<file path="src/rtl/stp_pkg.sv">
package stp_pkg;

  // Default register length and feedback stages of the polynomial.
  localparam int DEF_W    = 61;
  localparam int DEF_TAPA = 0;
  localparam int DEF_TAPB = 14;
  localparam int DEF_TAPC = 15;
  localparam int DEF_TAPD = 60;

  // Progress of the end-of-test compare.
  typedef enum logic [1:0] {
    CMP_IDLE = 2'd0,
    CMP_PEND = 2'd1,
    CMP_DONE = 2'd2
  } cmp_state_e;

endpackage

</file>
<file path="src/rtl/stp_rst_sync.sv">
module stp_rst_sync #(
  parameter int STAGES = 2
) (
  input  logic clk,
  input  logic rst_n,
  output logic rst_n_sync
);

  logic [STAGES-1:0] chain_q;
  logic [STAGES-1:0] chain_d;

  always_comb begin
    chain_d = {chain_q[STAGES-2:0], 1'b1};
  end

  // Assertion is immediate; release walks through the chain.
  always_ff @(posedge clk or negedge rst_n) begin
    if (!rst_n) begin
      chain_q <= '0;
    end else begin
      chain_q <= chain_d;
    end
  end

  assign rst_n_sync = chain_q[STAGES-1];

endmodule

</file>
<file path="src/rtl/stp_pattern_gen.sv">
module stp_pattern_gen #(
  parameter int W    = stp_pkg::DEF_W,
  parameter int TAPA = stp_pkg::DEF_TAPA,
  parameter int TAPB = stp_pkg::DEF_TAPB,
  parameter int TAPC = stp_pkg::DEF_TAPC,
  parameter int TAPD = stp_pkg::DEF_TAPD
) (
  input  logic         clk,
  input  logic         rst_n,
  input  logic         seed_load,
  input  logic         shift_en,
  input  logic [W-1:0] gen_seed,
  output logic [W-1:0] chan_stim,
  output logic         seed_zero_err
);

  localparam int TOP = W - 1;

  logic [W-1:0] gen_q;
  logic [W-1:0] gen_d;
  logic         gen_en;
  logic         feed_bit;
  logic         err_q;
  logic         err_d;

  // Next-state: load has priority; shift moves toward stage 0.
  always_comb begin
    feed_bit = gen_q[TAPA] ^ gen_q[TAPB] ^ gen_q[TAPC] ^ gen_q[TAPD];
    gen_en   = seed_load | shift_en;
    if (seed_load) begin
      gen_d = gen_seed;
    end else begin
      gen_d = {feed_bit, gen_q[TOP:1]};
    end
    err_d = err_q;
    if (seed_load) begin
      err_d = (gen_seed == '0);
    end
  end

  always_ff @(posedge clk or negedge rst_n) begin
    if (!rst_n) begin
      gen_q <= '0;
      err_q <= 1'b0;
    end else begin
      if (gen_en) begin
        gen_q <= gen_d;
      end
      if (seed_load) begin
        err_q <= err_d;
      end
    end
  end

  // Spreading stage: channel 0 is stage 0 alone, others mix in stage 0.
  generate
    for (genvar ch = 0; ch < W; ch++) begin : g_spread
      if (ch == 0) begin : g_direct
        assign chan_stim[ch] = gen_q[0];
      end else begin : g_mixed
        assign chan_stim[ch] = gen_q[ch] ^ gen_q[0];
      end
    end
  endgenerate

  assign seed_zero_err = err_q;

  AST_GEN_SEED_TAKEN: assert property (@(posedge clk) disable iff (!rst_n)
    seed_load |=> (gen_q == $past(gen_seed))) else $error("gen seed");

  AST_GEN_IDLE_HOLD: assert property (@(posedge clk) disable iff (!rst_n)
    (!seed_load && !shift_en) |=> $stable(gen_q)) else $error("gen hold");

  AST_GEN_SHIFT_DIR: assert property (@(posedge clk) disable iff (!rst_n)
    (shift_en && !seed_load) |=> (gen_q[TOP-1:0] == $past(gen_q[TOP:1])))
    else $error("gen shift");

  AST_ZERO_SEED_FLAG: assert property (@(posedge clk) disable iff (!rst_n)
    seed_load |=> (seed_zero_err == ($past(gen_seed) == '0)))
    else $error("zero seed flag");

  AST_FLAG_STEADY: assert property (@(posedge clk) disable iff (!rst_n)
    !seed_load |=> $stable(seed_zero_err)) else $error("flag moved");

endmodule

</file>
<file path="src/rtl/stp_sig_reg.sv">
module stp_sig_reg #(
  parameter int W    = stp_pkg::DEF_W,
  parameter int TAPA = stp_pkg::DEF_TAPA,
  parameter int TAPB = stp_pkg::DEF_TAPB,
  parameter int TAPC = stp_pkg::DEF_TAPC,
  parameter int TAPD = stp_pkg::DEF_TAPD
) (
  input  logic         clk,
  input  logic         rst_n,
  input  logic         seed_load,
  input  logic         shift_en,
  input  logic [W-1:0] sig_seed,
  input  logic [W-1:0] chan_resp,
  output logic [W-1:0] signature
);

  localparam int TOP = W - 1;

  logic [W-1:0] sig_q;
  logic [W-1:0] sig_d;
  logic [W-1:0] shifted;
  logic         sig_en;
  logic         feed_bit;

  always_comb begin
    feed_bit = sig_q[TAPA] ^ sig_q[TAPB] ^ sig_q[TAPC] ^ sig_q[TAPD];
    sig_en   = seed_load | shift_en;
  end

  // One response bit folded in ahead of each stage.
  generate
    for (genvar st = 0; st < W; st++) begin : g_fold
      if (st == TOP) begin : g_head
        assign shifted[st] = feed_bit ^ chan_resp[st];
      end else begin : g_body
        assign shifted[st] = sig_q[st+1] ^ chan_resp[st];
      end
    end
  endgenerate

  always_comb begin
    if (seed_load) begin
      sig_d = sig_seed;
    end else begin
      sig_d = shifted;
    end
  end

  always_ff @(posedge clk or negedge rst_n) begin
    if (!rst_n) begin
      sig_q <= '0;
    end else if (sig_en) begin
      sig_q <= sig_d;
    end
  end

  assign signature = sig_q;

  AST_SIG_SEED_TAKEN: assert property (@(posedge clk) disable iff (!rst_n)
    seed_load |=> (signature == $past(sig_seed))) else $error("sig seed");

  AST_SIG_IDLE_HOLD: assert property (@(posedge clk) disable iff (!rst_n)
    (!seed_load && !shift_en) |=> $stable(signature)) else $error("sig hold");

  AST_SIG_ABSORB: assert property (@(posedge clk) disable iff (!rst_n)
    (shift_en && !seed_load) |=>
      (signature[TOP-1:0] == ($past(signature[TOP:1]) ^ $past(chan_resp[TOP-1:0]))))
    else $error("sig absorb");

endmodule

</file>
<file path="src/rtl/stp_sig_cmp.sv">
module stp_sig_cmp #(
  parameter int W = stp_pkg::DEF_W
) (
  input  logic         clk,
  input  logic         rst_n,
  input  logic         seed_load,
  input  logic         final_pat,
  input  logic [W-1:0] signature,
  input  logic [W-1:0] sig_expect,
  output logic         sig_valid,
  output logic         sig_pass
);

  import stp_pkg::*;

  cmp_state_e st_q;
  cmp_state_e st_d;
  logic       pass_q;
  logic       pass_d;
  logic       pass_en;

  always_comb begin
    st_d    = st_q;
    pass_d  = pass_q;
    pass_en = 1'b0;
    if (seed_load) begin
      st_d    = CMP_IDLE;
      pass_d  = 1'b0;
      pass_en = 1'b1;
    end else if (final_pat) begin
      st_d    = CMP_PEND;
      pass_d  = 1'b0;
      pass_en = 1'b1;
    end else if (st_q == CMP_PEND) begin
      st_d    = CMP_DONE;
      pass_d  = (signature == sig_expect);
      pass_en = 1'b1;
    end
  end

  always_ff @(posedge clk or negedge rst_n) begin
    if (!rst_n) begin
      st_q   <= CMP_IDLE;
      pass_q <= 1'b0;
    end else begin
      st_q <= st_d;
      if (pass_en) begin
        pass_q <= pass_d;
      end
    end
  end

  assign sig_valid = (st_q == CMP_DONE);
  assign sig_pass  = pass_q;

  AST_PASS_NEEDS_VALID: assert property (@(posedge clk) disable iff (!rst_n)
    sig_pass |-> sig_valid) else $error("pass without valid");

  AST_VALID_AFTER_FINAL: assert property (@(posedge clk) disable iff (!rst_n)
    $rose(sig_valid) |-> $past(final_pat, 2)) else $error("valid timing");

  AST_LOAD_CLEARS_VALID: assert property (@(posedge clk) disable iff (!rst_n)
    seed_load |=> !sig_valid) else $error("valid after load");

endmodule

</file>
<file path="src/rtl/stp_pair_top.sv">
module stp_pair_top #(
  parameter int W    = stp_pkg::DEF_W,
  parameter int TAPA = stp_pkg::DEF_TAPA,
  parameter int TAPB = stp_pkg::DEF_TAPB,
  parameter int TAPC = stp_pkg::DEF_TAPC,
  parameter int TAPD = stp_pkg::DEF_TAPD,
  parameter int SYNC_STAGES = 2
) (
  input  logic         clk,
  input  logic         rst_n,
  input  logic         seed_load,
  input  logic         shift_en,
  input  logic [W-1:0] gen_seed,
  input  logic [W-1:0] sig_seed,
  input  logic [W-1:0] chan_resp,
  input  logic         final_pat,
  input  logic [W-1:0] sig_expect,
  output logic [W-1:0] chan_stim,
  output logic [W-1:0] signature,
  output logic         seed_zero_err,
  output logic         sig_valid,
  output logic         sig_pass
);

  logic rst_n_s;

  stp_rst_sync #(.STAGES(SYNC_STAGES)) u_rst (
    .clk        (clk),
    .rst_n      (rst_n),
    .rst_n_sync (rst_n_s)
  );

  stp_pattern_gen #(
    .W(W), .TAPA(TAPA), .TAPB(TAPB), .TAPC(TAPC), .TAPD(TAPD)
  ) u_gen (
    .clk           (clk),
    .rst_n         (rst_n_s),
    .seed_load     (seed_load),
    .shift_en      (shift_en),
    .gen_seed      (gen_seed),
    .chan_stim     (chan_stim),
    .seed_zero_err (seed_zero_err)
  );

  stp_sig_reg #(
    .W(W), .TAPA(TAPA), .TAPB(TAPB), .TAPC(TAPC), .TAPD(TAPD)
  ) u_sig (
    .clk       (clk),
    .rst_n     (rst_n_s),
    .seed_load (seed_load),
    .shift_en  (shift_en),
    .sig_seed  (sig_seed),
    .chan_resp (chan_resp),
    .signature (signature)
  );

  stp_sig_cmp #(.W(W)) u_cmp (
    .clk        (clk),
    .rst_n      (rst_n_s),
    .seed_load  (seed_load),
    .final_pat  (final_pat),
    .signature  (signature),
    .sig_expect (sig_expect),
    .sig_valid  (sig_valid),
    .sig_pass   (sig_pass)
  );

endmodule

</file>
<file path="config.mk">
export PLATFORM = sky130hd
export DESIGN_NAME = stp_pair_top
export DESIGN_NICKNAME = d
export VERILOG_FILES = /design/src/rtl/stp_pkg.sv /design/src/rtl/stp_rst_sync.sv /design/src/rtl/stp_pattern_gen.sv /design/src/rtl/stp_sig_reg.sv /design/src/rtl/stp_sig_cmp.sv /design/src/rtl/stp_pair_top.sv
export SDC_FILE = /design/constraint.sdc
export NUM_CORES = 1
export LEC_CHECK = 0
export BUFFER_PORTS_ARGS = -buffer_cell sky130_fd_sc_hd__buf_2
export CAP_MARGIN = 20
export CORE_UTILIZATION = 25
export CTS_CLUSTER_SIZE = 12
export DETAILED_ROUTE_END_ITERATION = 6
export GPL_TIMING_DRIVEN = 0
export HOLD_SLACK_MARGIN = 0.03
export PLACE_DENSITY = 0.57
export SETUP_SLACK_MARGIN = 0.15
export SLEW_MARGIN = 20
export SYNTH_ARGS = -nofsm -noshare
export SYNTH_HDL_FRONTEND = slang
export SYNTH_HIERARCHICAL = 1
export SYNTH_SLANG_ARGS = --single-unit
</file>
<file path="constraint.sdc">
create_clock -name clk -period 3.9 [get_ports clk]
set_input_delay 0.78 -clock clk [delete_from_list [all_inputs] [get_ports clk]]
set_output_delay 0.78 -clock clk [all_outputs]
set_load 0.03 [all_outputs]
</file>
==> summary.log, run 1 <==
INFO  synthesis      library_cell_occupying_the_most_area_in_the_post_synthesis_netlist=sky130_fd_sc_hd__dfrtp_1
INFO  synthesis      yosysSeqAreaShare=41.15%
INFO  job            cap_violations=0
INFO  global_route   antenna_found_initial=2
INFO  timing         setup_viol=0
INFO  floorplanning  num_io_pins=374
INFO  power          peak_supply_drop=237.8uV
INFO  timing         max_clock_freq=379.2MHz
INFO  synthesis      yosysWarningCount=6
INFO  synthesis      synthesis.area_per_instance=9.147um^2
INFO  placed_design  numPlacedInstances=1621
INFO  timing         final_period_minus_worst_setup_slack=2.637ns
INFO  synthesis      synthesis.instances=851
INFO  routing        vias=7731
INFO  routing        drc_errors=0
INFO  synthesis      synth_fp_nets=1100
INFO  cts            cts-root-buf=sky130_fd_sc_hd__clkbuf_16
INFO  placed_design  gp_routability_congestion=0.9240
INFO  floorplanning  die-height=178.5um
INFO  critical_path  endpoint_kind=output port
INFO  timing         rsz0062_at_grt=no
INFO  floorplanning  core.rowCount=64
INFO  global_route   grt_pass1_wl=46160um
INFO  cells_and_area fill_cells=3240
INFO  cts            clock_path_buffers=2
INFO  cts            cts_tree=done
INFO  timing         timing.final.max_slew_violations=0
INFO  cts            cts.hold.buffers_added=0
INFO  routing        detailedRoute.firstPassIterationCount=5
INFO  floorplanning  start_util=25.45%
INFO  floorplanning  placeableCoreArea=30590um^2
INFO  cells_and_area post_layout_nonfiller_instances=1655
INFO  synthesis      synth_enable_flop_cells=0
INFO  synthesis      yosysTopAreaCellShare=41.15%
INFO  timing         fin_crit_sh=67.62%
INFO  critical_path  reg2reg_slack=1.63ns
INFO  synthesis      synth_common_cells=sky130_fd_sc_hd__nand2_1 (182), sky130_fd_sc_hd__o21ai_0 (170), sky130_fd_sc_hd__dfrtp_1 (128)
INFO  synthesis      synth_top_cells_by_area=sky130_fd_sc_hd__dfrtp_1 (41%), sky130_fd_sc_hd__xnor2_1 (13%), sky130_fd_sc_hd__o21ai_0 (11%)
INFO  cts            clkTransAtPathRegs=0.07ns
INFO  timing         fin_skew=0.01022ns
INFO  global_route   globalRouteOverflowTotal=0
INFO  synthesis      yosys.cell_count.top_type=sky130_fd_sc_hd__nand2_1
INFO  outcome        run_status=complete, no violations
INFO  cells_and_area layout-drive-gt1-share=36.15%
INFO  power          p_per_cell_area=457.7nW/um^2
INFO  cells_and_area layout.core_utilization=35.39%
INFO  timing         setup-tns-final=0ns
INFO  cts            clock_latency=0.41ns
INFO  routing        drt_first_iter_violations=463
INFO  cts            number_of_clock_sinks_seen_by_cts=128
INFO  cells_and_area num-nets-final=1493
INFO  critical_path  timing.setup.critical_path_class=reg2out
INFO  timing         report.final.hold_viol_count=0
INFO  synthesis      postSynth.topFlopCell=sky130_fd_sc_hd__dfrtp_1
INFO  cts            post-cts-setup-buffers=0
INFO  critical_path  cp_max_fo=10
INFO  floorplanning  fp.dieArea=31840um^2
INFO  power          p_leak=5.195nW
INFO  routing        antenna_left=0
INFO  routing        wl_per_cell=19.62um
INFO  critical_path  cp_data_required_time=3.12ns
INFO  cts            count_of_h_tree_levels_built_during_cts=4
INFO  critical_path  setup.worst_path.start_class=flip-flop
INFO  global_route   vias_in_the_first_global_route=7575
INFO  floorplanning  die_w=178.5um
INFO  cts            post_cts_resized=0
INFO  timing         relSlewSlack=48.65%
INFO  min_path       hold_path_class=in2async
INFO  synthesis      synth-async-reset-ratio=100.0%
INFO  power          finalPower=0.004954W
INFO  timing         timing_worst_slew_pin_value=0.7633ns
INFO  placed_design  post-dp-hpwl=26120um
INFO  routing        totalWireLength=32480um
INFO  synthesis      ys_seq_elements=128
INFO  global_route   global_route.usage.total=19.84%
INFO  placed_design  port-buffer-count=372
INFO  cts            numCtsBuffers=17
INFO  cells_and_area area_delta_synth_final=39.06%
INFO  global_route   grt_max_degree=52
INFO  routing        viasPerCell=4.671
INFO  synthesis      synth.cell_area=7784um^2
INFO  synthesis      ys_types=31
INFO  critical_path  critical_path_arrival=1.86ns
[where the power goes]
group | internal [W] | switching [W] | leakage [nW]
Clock | 0.00107 | 0.000664 | 0.293
Combinational | 0.000564 | 0.000971 | 3.36
Sequential | 0.00147 | 0.000215 | 1.54
[sequential cells by signal, summed over array words and instances, names as in the netlist]
register             cells
u_cmp/sig_pass           1
u_cmp/st_q               2
u_gen/gen_q             61
u_gen/seed_zero_err      1
u_rst/chain_q            2
u_sig/signature         61
[kinds of logic (layout without fill, tap and decap cells)]
logic type,after synthesis,after routing,synth area share (%)
simple gates,235,235,13.47
flops,128,128,41.15
mux,60,60,7.716
other cells,1,4,0.04818
compound gates,187,187,12.43
xor+xnor,185,185,20.99
buf+inv,55,460,4.196
[layout by cell type (no fill, tap or decap), types with 2 or more instances in the layout]
master                       count
sky130_fd_sc_hd__o21ai_1        10
sky130_fd_sc_hd__clkinv_2        2
sky130_fd_sc_hd__buf_16          2
sky130_fd_sc_hd__mux2i_1        60
sky130_fd_sc_hd__nand2_1       182
sky130_fd_sc_hd__bufinv_16       4
sky130_fd_sc_hd__clkbuf_1       15
sky130_fd_sc_hd__nor4_1         14
sky130_fd_sc_hd__o21ai_0       170
sky130_fd_sc_hd__inv_6           2
sky130_fd_sc_hd__buf_2         396
sky130_fd_sc_hd__diode_2         3
sky130_fd_sc_hd__clkinvlp_4      3
sky130_fd_sc_hd__nand3_1         2
sky130_fd_sc_hd__nor2b_1         3
sky130_fd_sc_hd__clkinv_4        2
sky130_fd_sc_hd__buf_6           8
sky130_fd_sc_hd__buf_4           8
sky130_fd_sc_hd__dfrtp_1       127
sky130_fd_sc_hd__nand2b_1        3
sky130_fd_sc_hd__nand4_1        17
sky130_fd_sc_hd__nor2_1          4
sky130_fd_sc_hd__xor2_1         72
sky130_fd_sc_hd__nor4_2          7
sky130_fd_sc_hd__xnor2_1       112
sky130_fd_sc_hd__clkbuf_16      17
[cell type report]
| class | count | area, um^2 | share of cell area, % |
|---|---|---|---|
| clock buffer | 18 | 429.2 | 3.965 |
| antenna | 3 | 7.507 | 0.06936 |
| timing repair buffer | 374 | 1917 | 17.71 |
| sequential | 128 | 3207 | 29.63 |
| multi-input combinational | 668 | 4254 | 39.30 |
| buffer | 54 | 322.8 | 2.982 |
| clock inverter | 13 | 187.7 | 1.734 |
| inverter | 1 | 3.754 | 0.03468 |
| tap | 396 | 495.5 | 4.578 |
[worst paths after layout]
kind                                      from            endpoint  cells past startpoint
setup / recovery                u_gen/gen_q[0]       chan_stim[25]                      4
hold / removal                           rst_n    u_rst/chain_q[1]                      1
setup reg to reg           u_sig/signature[17]      u_cmp/sig_pass                      5
hold reg to reg               u_rst/chain_q[1]     u_gen/gen_q[47]                      0
max in group asynchronous     u_rst/chain_q[1]  u_sig/signature[8]                      1
min in group clk              u_rst/chain_q[0]    u_rst/chain_q[1]                      0
[routing by layer]
layer	wire (um)	GRT usage [%]	up-vias	share of wire (%)
li1	-	-	3663	-
met1	13020	23.26	3651	40
met2	16420	35.69	381	51
met3	2267	3.858	34	7.0
met4	751	6.921	2	2.3
met5	19	0	-	0.059
[metrics by stage]
| stage | hold WS [ns] | instance area [um^2] | setup slack (ns) |
|---|---|---|---|
| floorplan | 0.3311 | 7785 | 1.768 |
| global placement | 0.3373 | 10140 | 0.7138 |
| detailed placement | 0.2886 | 10200 | 1.209 |
| CTS | 0.1156 | 10820 | 1.207 |
| global route | 0.1178 | 10820 | 1.163 |
| finish | 0.1397 | 10820 | 1.263 |
[worst max-delay path: stages, from the launching register on]
cell	delay, ns
sky130_fd_sc_hd__dfrtp_1	0.33
sky130_fd_sc_hd__buf_2	0.25
sky130_fd_sc_hd__buf_2	0.32
sky130_fd_sc_hd__xor2_1	0.28
sky130_fd_sc_hd__buf_2	0.25
Note: power is estimated with default switching activity, not from simulation.
==> run 2, diff against run 1 <==
- PLACE_DENSITY: 0.57 -> 0.56
- clock period: 3.9 -> 2.7 ns (I/O delays scaled with it)
==> summary.log, run 2 (same netlist as run 1, synthesis figures left out) <==
INFO  global_route   antenna_found_initial=7 [+5]
INFO  placed_design  port-buffer-count=372 [unchanged]
INFO  routing        wl_per_cell=19.48um [-0.75%]
INFO  power          p_per_cell_area=667.1nW/um^2 [+46%]
INFO  critical_path  crit_path_max_incr_delay=0.34ns [about the same]
INFO  floorplanning  die_w=178.5um [unchanged]
INFO  cts            cts_tree=done
INFO  cts            number_of_clock_sinks_seen_by_cts=128 [unchanged]
INFO  power          finalPower=0.007250W [+46%]
INFO  critical_path  worst_path_max_delay_cell=sky130_fd_sc_hd__dfrtp_1
INFO  critical_path  critical_path_arrival=1.83ns [-0.03 ns]
INFO  timing         setup_viol=0 [unchanged]
INFO  critical_path  timing.setup.critical_path_class=reg2out
INFO  critical_path  critical_path.cell_chain=buf_2 > buf_2 > xor2_1 > buf_2
INFO  power          peak_supply_drop=286.6uV [+21%]
INFO  outcome        run_status=complete, no violations
INFO  critical_path  worstRegToRegCells=5 [unchanged]
INFO  routing        drc_errors=0 [unchanged]
INFO  cts            clkTransAtPathRegs=0.06ns [about the same]
INFO  cts            numCtsBuffers=17 [unchanged]
INFO  power          p_leak=5.223nW [+0.53%]
INFO  critical_path  cp_max_fo=10 [unchanged]
INFO  cells_and_area num-nets-final=1494 [+0.067%]
INFO  critical_path  crit_top_cell=sky130_fd_sc_hd__buf_2
INFO  routing        vias=7702 [-0.38%]
INFO  cts            clock_latency=0.42ns [about the same]
INFO  global_route   vias_in_the_first_global_route=7573 [-0.026%]
INFO  floorplanning  placeableCoreArea=30590um^2 [unchanged]
INFO  global_route   global_route.usage.total=19.88% [+0.039 points]
INFO  cts            clock_path_buffers=2 [unchanged]
INFO  cells_and_area most_common_library_cell_in_the_layout_ignoring_fill_and_taps=sky130_fd_sc_hd__buf_2
INFO  timing         finalWorstSetupSlack=0.3348ns [-0.9279 ns]
INFO  cells_and_area final_cell_mix=sky130_fd_sc_hd__buf_2 (396), sky130_fd_sc_hd__nand2_1 (182), sky130_fd_sc_hd__o21ai_0 (170)
INFO  global_route   globalRouteOverflowTotal=0 [unchanged]
INFO  placed_design  gp_routability_congestion=0.9101 [-1.5%]
INFO  timing         rsz0062_at_grt=no
INFO  placed_design  worst_setup_slack_after_placement=0.2450ns [-0.9641 ns]
INFO  timing         fin_crit_sh=87.60%
INFO  timing         max_clock_freq=422.8MHz
INFO  floorplanning  fp.dieArea=31840um^2 [unchanged]
INFO  cells_and_area layout-drive-gt1-share=36.20% [+0.051 points]
INFO  floorplanning  core.rowCount=64 [unchanged]
INFO  job            cap_violations=0 [unchanged]
INFO  routing        totalWireLength=32250um [-0.69%]
INFO  floorplanning  die-height=178.5um [unchanged]
INFO  routing        antenna_left=0 [unchanged]
INFO  critical_path  cp_data_required_time=2.16ns [-0.96 ns]
INFO  global_route   grt_pass1_wl=46100um [-0.14%]
INFO  cells_and_area area_delta_synth_final=39.62%
INFO  placed_design  post-dp-hpwl=26250um [+0.48%]
INFO  global_route   grt_max_degree=52 [unchanged]
INFO  routing        viasPerCell=4.651 [-0.44%]
INFO  floorplanning  start_util=25.45% [unchanged]
INFO  cts            count_of_h_tree_levels_built_during_cts=4 [unchanged]
INFO  floorplanning  num_io_pins=374 [unchanged]
INFO  timing         fin_skew=0.01526ns [+0.005039 ns]
INFO  min_path       hold_path_class=reg2async
INFO  timing         final_period_minus_worst_setup_slack=2.365ns
INFO  routing        detailedRoute.firstPassIterationCount=4 [-1]
INFO  cts            cts-root-buf=sky130_fd_sc_hd__clkbuf_16
INFO  timing         relSlewSlack=38.54% [-10 points]
INFO  timing         timing_worst_slew_pin_value=0.9135ns [+0.1503 ns]
INFO  critical_path  endpoint_kind=output port
INFO  timing         report.final.hold_viol_count=0 [unchanged]
INFO  timing         timing.final.max_slew_violations=0 [unchanged]
INFO  routing        drt_first_iter_violations=405 [-13%]
INFO  critical_path  setup.worst_path.start_class=flip-flop
==> run 2: cell type report <==
class | count | area (um^2)
diodes | 3 | 7.507
plain buffers | 54 | 322.8
clock buffers | 18 | 439.2
clock inverters | 13 | 211.5
fillers | 3251 | 19720
inverters | 1 | 3.754
multi-input cells | 668 | 4254
flip-flops and latches | 128 | 3207
well taps | 396 | 495.5
repair buffers | 375 | 1927
==> run 2: worst paths after layout <==
path	start	to	slack [ns]
worst min register to register	u_rst/chain_q[1]	u_gen/gen_q[47]	0.32
min in group clk	sig_seed[51]	u_sig/signature[51]	0.33
worst min-delay path	u_rst/chain_q[1]	u_gen/gen_q[47]	0.32
worst max register to register	u_sig/signature[17]	u_cmp/sig_pass	0.46
max in group asynchronous	u_rst/chain_q[1]	u_gen/gen_q[18]	1.73
worst max-delay path	u_gen/gen_q[0]	chan_stim[24]	0.33
==> run 2: per-layer routing <==
metal / vias up / routed length, um / track usage, %
li1: 3663 / - / -
met1: 3621 / 12650 / 22.79
met2: 362 / 16050 / 34.04
met3: 50 / 2279 / 5.051
met4: 6 / 1238 / 10.10
met5: - / 39 / 0
==> run 2: worst max-delay path, delay by kind of cell (launching register included) <==
kind	cells	cell delay (ns)
xor gates and xnor gates	1	0.27
DFF	1	0.34
buffers and inverters	3	0.80
==> run 2: repair_timing <==
action,CTS,global route
hold endpoints to repair,2,0
hold buffers,1,0
buffers inserted,0,0
setup endpoints to repair,0,0
resized for setup,0,0
==> run 2: metrics by stage <==
step	instances	util (%)	setup TNS (ns)	area, um^2	hold slack [ns]
2_1_floorplan	851	-	0	7785	0.2444
3_3_place_gp	1619	33.16	-56.13	10140	0.3294
3_5_place_dp	1621	33.34	0	10200	0.3240
4_1_cts	1653	35.50	0	10860	0.3090
5_1_grt	1656	35.53	0	10870	0.3106
6_report	1656	35.53	0	10870	0.3178
==> run 2: where the power goes <==
group | internal [W] | switching (W) | total, W
combinational | 0.000815 | 0.00139 | 0.00220
clock | 0.00167 | 0.000941 | 0.00261
sequential | 0.00212 | 0.000317 | 0.00244
==> run 3, diff against run 2 <==
- BUFFER_PORTS_ARGS: -buffer_cell sky130_fd_sc_hd__buf_2 -> -buffer_cell sky130_fd_sc_hd__buf_4
- MAX_ROUTING_LAYER: not set -> met4
==> summary.log, run 3 (same netlist as run 1, synthesis figures left out) <==
INFO  cts            count_of_h_tree_levels_built_during_cts=4 [unchanged]
INFO  cts            cts-root-buf=sky130_fd_sc_hd__clkbuf_16
INFO  floorplanning  num_io_pins=374 [unchanged]
INFO  min_path       hold_path_class=reg2async
INFO  routing        wl_per_cell=20.47um [+5.1%]
INFO  routing        vias=7717 [+0.19%]
INFO  critical_path  endpoint_kind=output port
INFO  cells_and_area most_common_library_cell_in_the_layout_ignoring_fill_and_taps=sky130_fd_sc_hd__buf_4
INFO  critical_path  cp_max_fo=10 [unchanged]
INFO  floorplanning  placeableCoreArea=30590um^2 [unchanged]
INFO  critical_path  reg2reg_slack=0.66ns [+0.20 ns]
INFO  placed_design  port-buffer-count=372 [unchanged]
INFO  power          p_per_cell_area=628.6nW/um^2 [-5.8%]
INFO  floorplanning  die-height=178.5um [unchanged]
INFO  critical_path  cp_data_required_time=2.16ns [about the same]
INFO  timing         setup_viol=0 [unchanged]
INFO  timing         final_period_minus_worst_setup_slack=2.349ns [-0.01627 ns]
INFO  global_route   vias_in_the_first_global_route=7846 [+3.6%]
INFO  critical_path  reg2reg_from=u_sig/signature[17]
INFO  critical_path  critical_path_arrival=1.81ns [-0.02 ns]
INFO  floorplanning  die_w=178.5um [unchanged]
INFO  power          p_leak=5.514nW [+5.6%]
INFO  timing         timing.final.max_slew_violations=0 [unchanged]
INFO  timing         final.hold.worst_slack=0.3206ns [+0.002802 ns]
INFO  routing        drt_first_iter_violations=322 [-20%]
INFO  cts            clkTransAtPathRegs=0.07ns [about the same]
INFO  power          peak_supply_drop=337.2uV [+18%]
INFO  cts            post-cts-setup-buffers=0 [unchanged]
INFO  cells_and_area final_cell_mix=sky130_fd_sc_hd__buf_4 (380), sky130_fd_sc_hd__nand2_1 (182), sky130_fd_sc_hd__o21ai_0 (170)
INFO  critical_path  timing.setup.critical_path_class=reg2out
INFO  routing        detailedRoute.firstPassIterationCount=5 [+1]
INFO  routing        drc_errors=0 [unchanged]
INFO  routing        totalWireLength=33880um [+5.0%]
INFO  global_route   grt_max_degree=50 [-3.8%]
INFO  critical_path  worst_r2r_endpoint=u_cmp/sig_pass
INFO  job            cap_violations=0 [unchanged]
INFO  timing         report.final.hold_viol_count=0 [unchanged]
INFO  placed_design  post-dp-hpwl=27520um [+4.8%]
INFO  timing         setup-tns-final=0ns [unchanged]
INFO  timing         fin_crit_sh=87.00% [-0.60 points]
INFO  cells_and_area layout-drive-gt1-share=36.17% [about the same]
INFO  cts            cts_tree=done
INFO  timing         rsz0062_at_grt=no
INFO  timing         max_clock_freq=425.7MHz [+0.69%]
INFO  timing         finalWorstSetupSlack=0.3511ns [+0.01627 ns]
INFO  cells_and_area num-nets-final=1494 [unchanged]
INFO  cts            clock_path_buffers=2 [unchanged]
INFO  routing        antenna_left=0 [unchanged]
INFO  global_route   global_route.usage.total=21.55% [+1.7 points]
INFO  cts            numCtsBuffers=17 [unchanged]
INFO  global_route   grt_pass1_wl=48410um [+5.0%]
INFO  placed_design  worst_setup_slack_after_placement=0.4533ns [+0.2084 ns]
INFO  routing        viasPerCell=4.663 [+0.26%]
INFO  global_route   globalRouteOverflowTotal=0 [unchanged]
INFO  timing         fin_skew=0.01447ns [-0.0007967 ns]
INFO  floorplanning  start_util=25.45% [unchanged]
INFO  placed_design  gp_routability_congestion=0.9254 [+1.7%]
INFO  outcome        run_status=complete, no violations
INFO  power          finalPower=0.007388W [+1.9%]
INFO  global_route   antenna_found_initial=1 [-6]
INFO  timing         relSlewSlack=51.78% [+13 points]
INFO  critical_path  worstRegToRegCells=5 [unchanged]
INFO  critical_path  setup.worst_path.start_class=flip-flop
INFO  cts            clock_latency=0.42ns [about the same]
INFO  floorplanning  fp.dieArea=31840um^2 [unchanged]
INFO  floorplanning  core.rowCount=64 [unchanged]
INFO  cells_and_area area_delta_synth_final=51.01%
INFO  timing         timing_worst_slew_pin_value=0.7167ns [-0.1968 ns]
INFO  cts            number_of_clock_sinks_seen_by_cts=128 [unchanged]
-- run 3: cell types whose count changed in the layout (fill, tap and decap cells not counted), sizes merged --
cell,change
bufinv,-2
inv,+2
clkinv,+1
diode,-2
-- run 3: final cells by class --
type,count,area [um^2]
timing repair buffer,375,2858
inverter,1,3.754
buffer,54,322.8
fill,3273,18840
clock buffer,18,429.2
clock inverter,14,181.4
tap,396,495.5
antenna,1,2.502
multi-input combinational,668,4254
sequential,128,3207
-- run 3: stage by stage --
step                area [um^2]  utilization, %  std cells
finish                    11750           38.42       1655
global route              11750           38.42       1655
CTS                       11750           38.42       1654
detailed placement        11130           36.39       1621
global placement          11070           36.20       1619
floorplan                  7785               -        851
-- run 3: power breakdown --
group / total, W / switching [W] / internal [W]
registers: 0.00245 / 0.000327 / 0.00212
clock network: 0.00246 / 0.000986 / 0.00147
logic: 0.00248 / 0.00141 / 0.00108
-- run 3: worst max-delay path by stage --
stage,endpoint,from,slack (ns)
global route,chan_stim[8],u_gen/gen_q[0],0.22
detailed placement,u_cmp/sig_pass,sig_expect[17],0.45
finish,chan_stim[8],u_gen/gen_q[0],0.35
CTS,chan_stim[24],u_gen/gen_q[0],0.26
global placement,u_sig/signature[9],u_rst/chain_q[1],-0.54
floorplan,u_cmp/sig_pass,u_rst/chain_q[1],0.57
-- run 3: timing repair --
item | 4_1_cts | 5_1_grt
endpoints found under the setup margin | 0 | 0
resized for setup | 0 | 0
hold endpoints to repair | 2 | 0
hold buffers | 1 | 0
-- run 3: worst max-delay path: stages, from the launching register on --
cell and delay [ns]:
sky130_fd_sc_hd__dfrtp_1 0.35, sky130_fd_sc_hd__buf_2 0.23, sky130_fd_sc_hd__buf_2 0.33, sky130_fd_sc_hd__xor2_1 0.27
sky130_fd_sc_hd__buf_4 0.21
-- run 3: layer usage --
metal	up-vias	wire (um)	GRT usage, %
met1	3715	13250	23.87
met3	29	2604	5.669
met4	0	724	6.215
met5	-	0	-
met2	321	17300	37.77
li1	3652	-	-
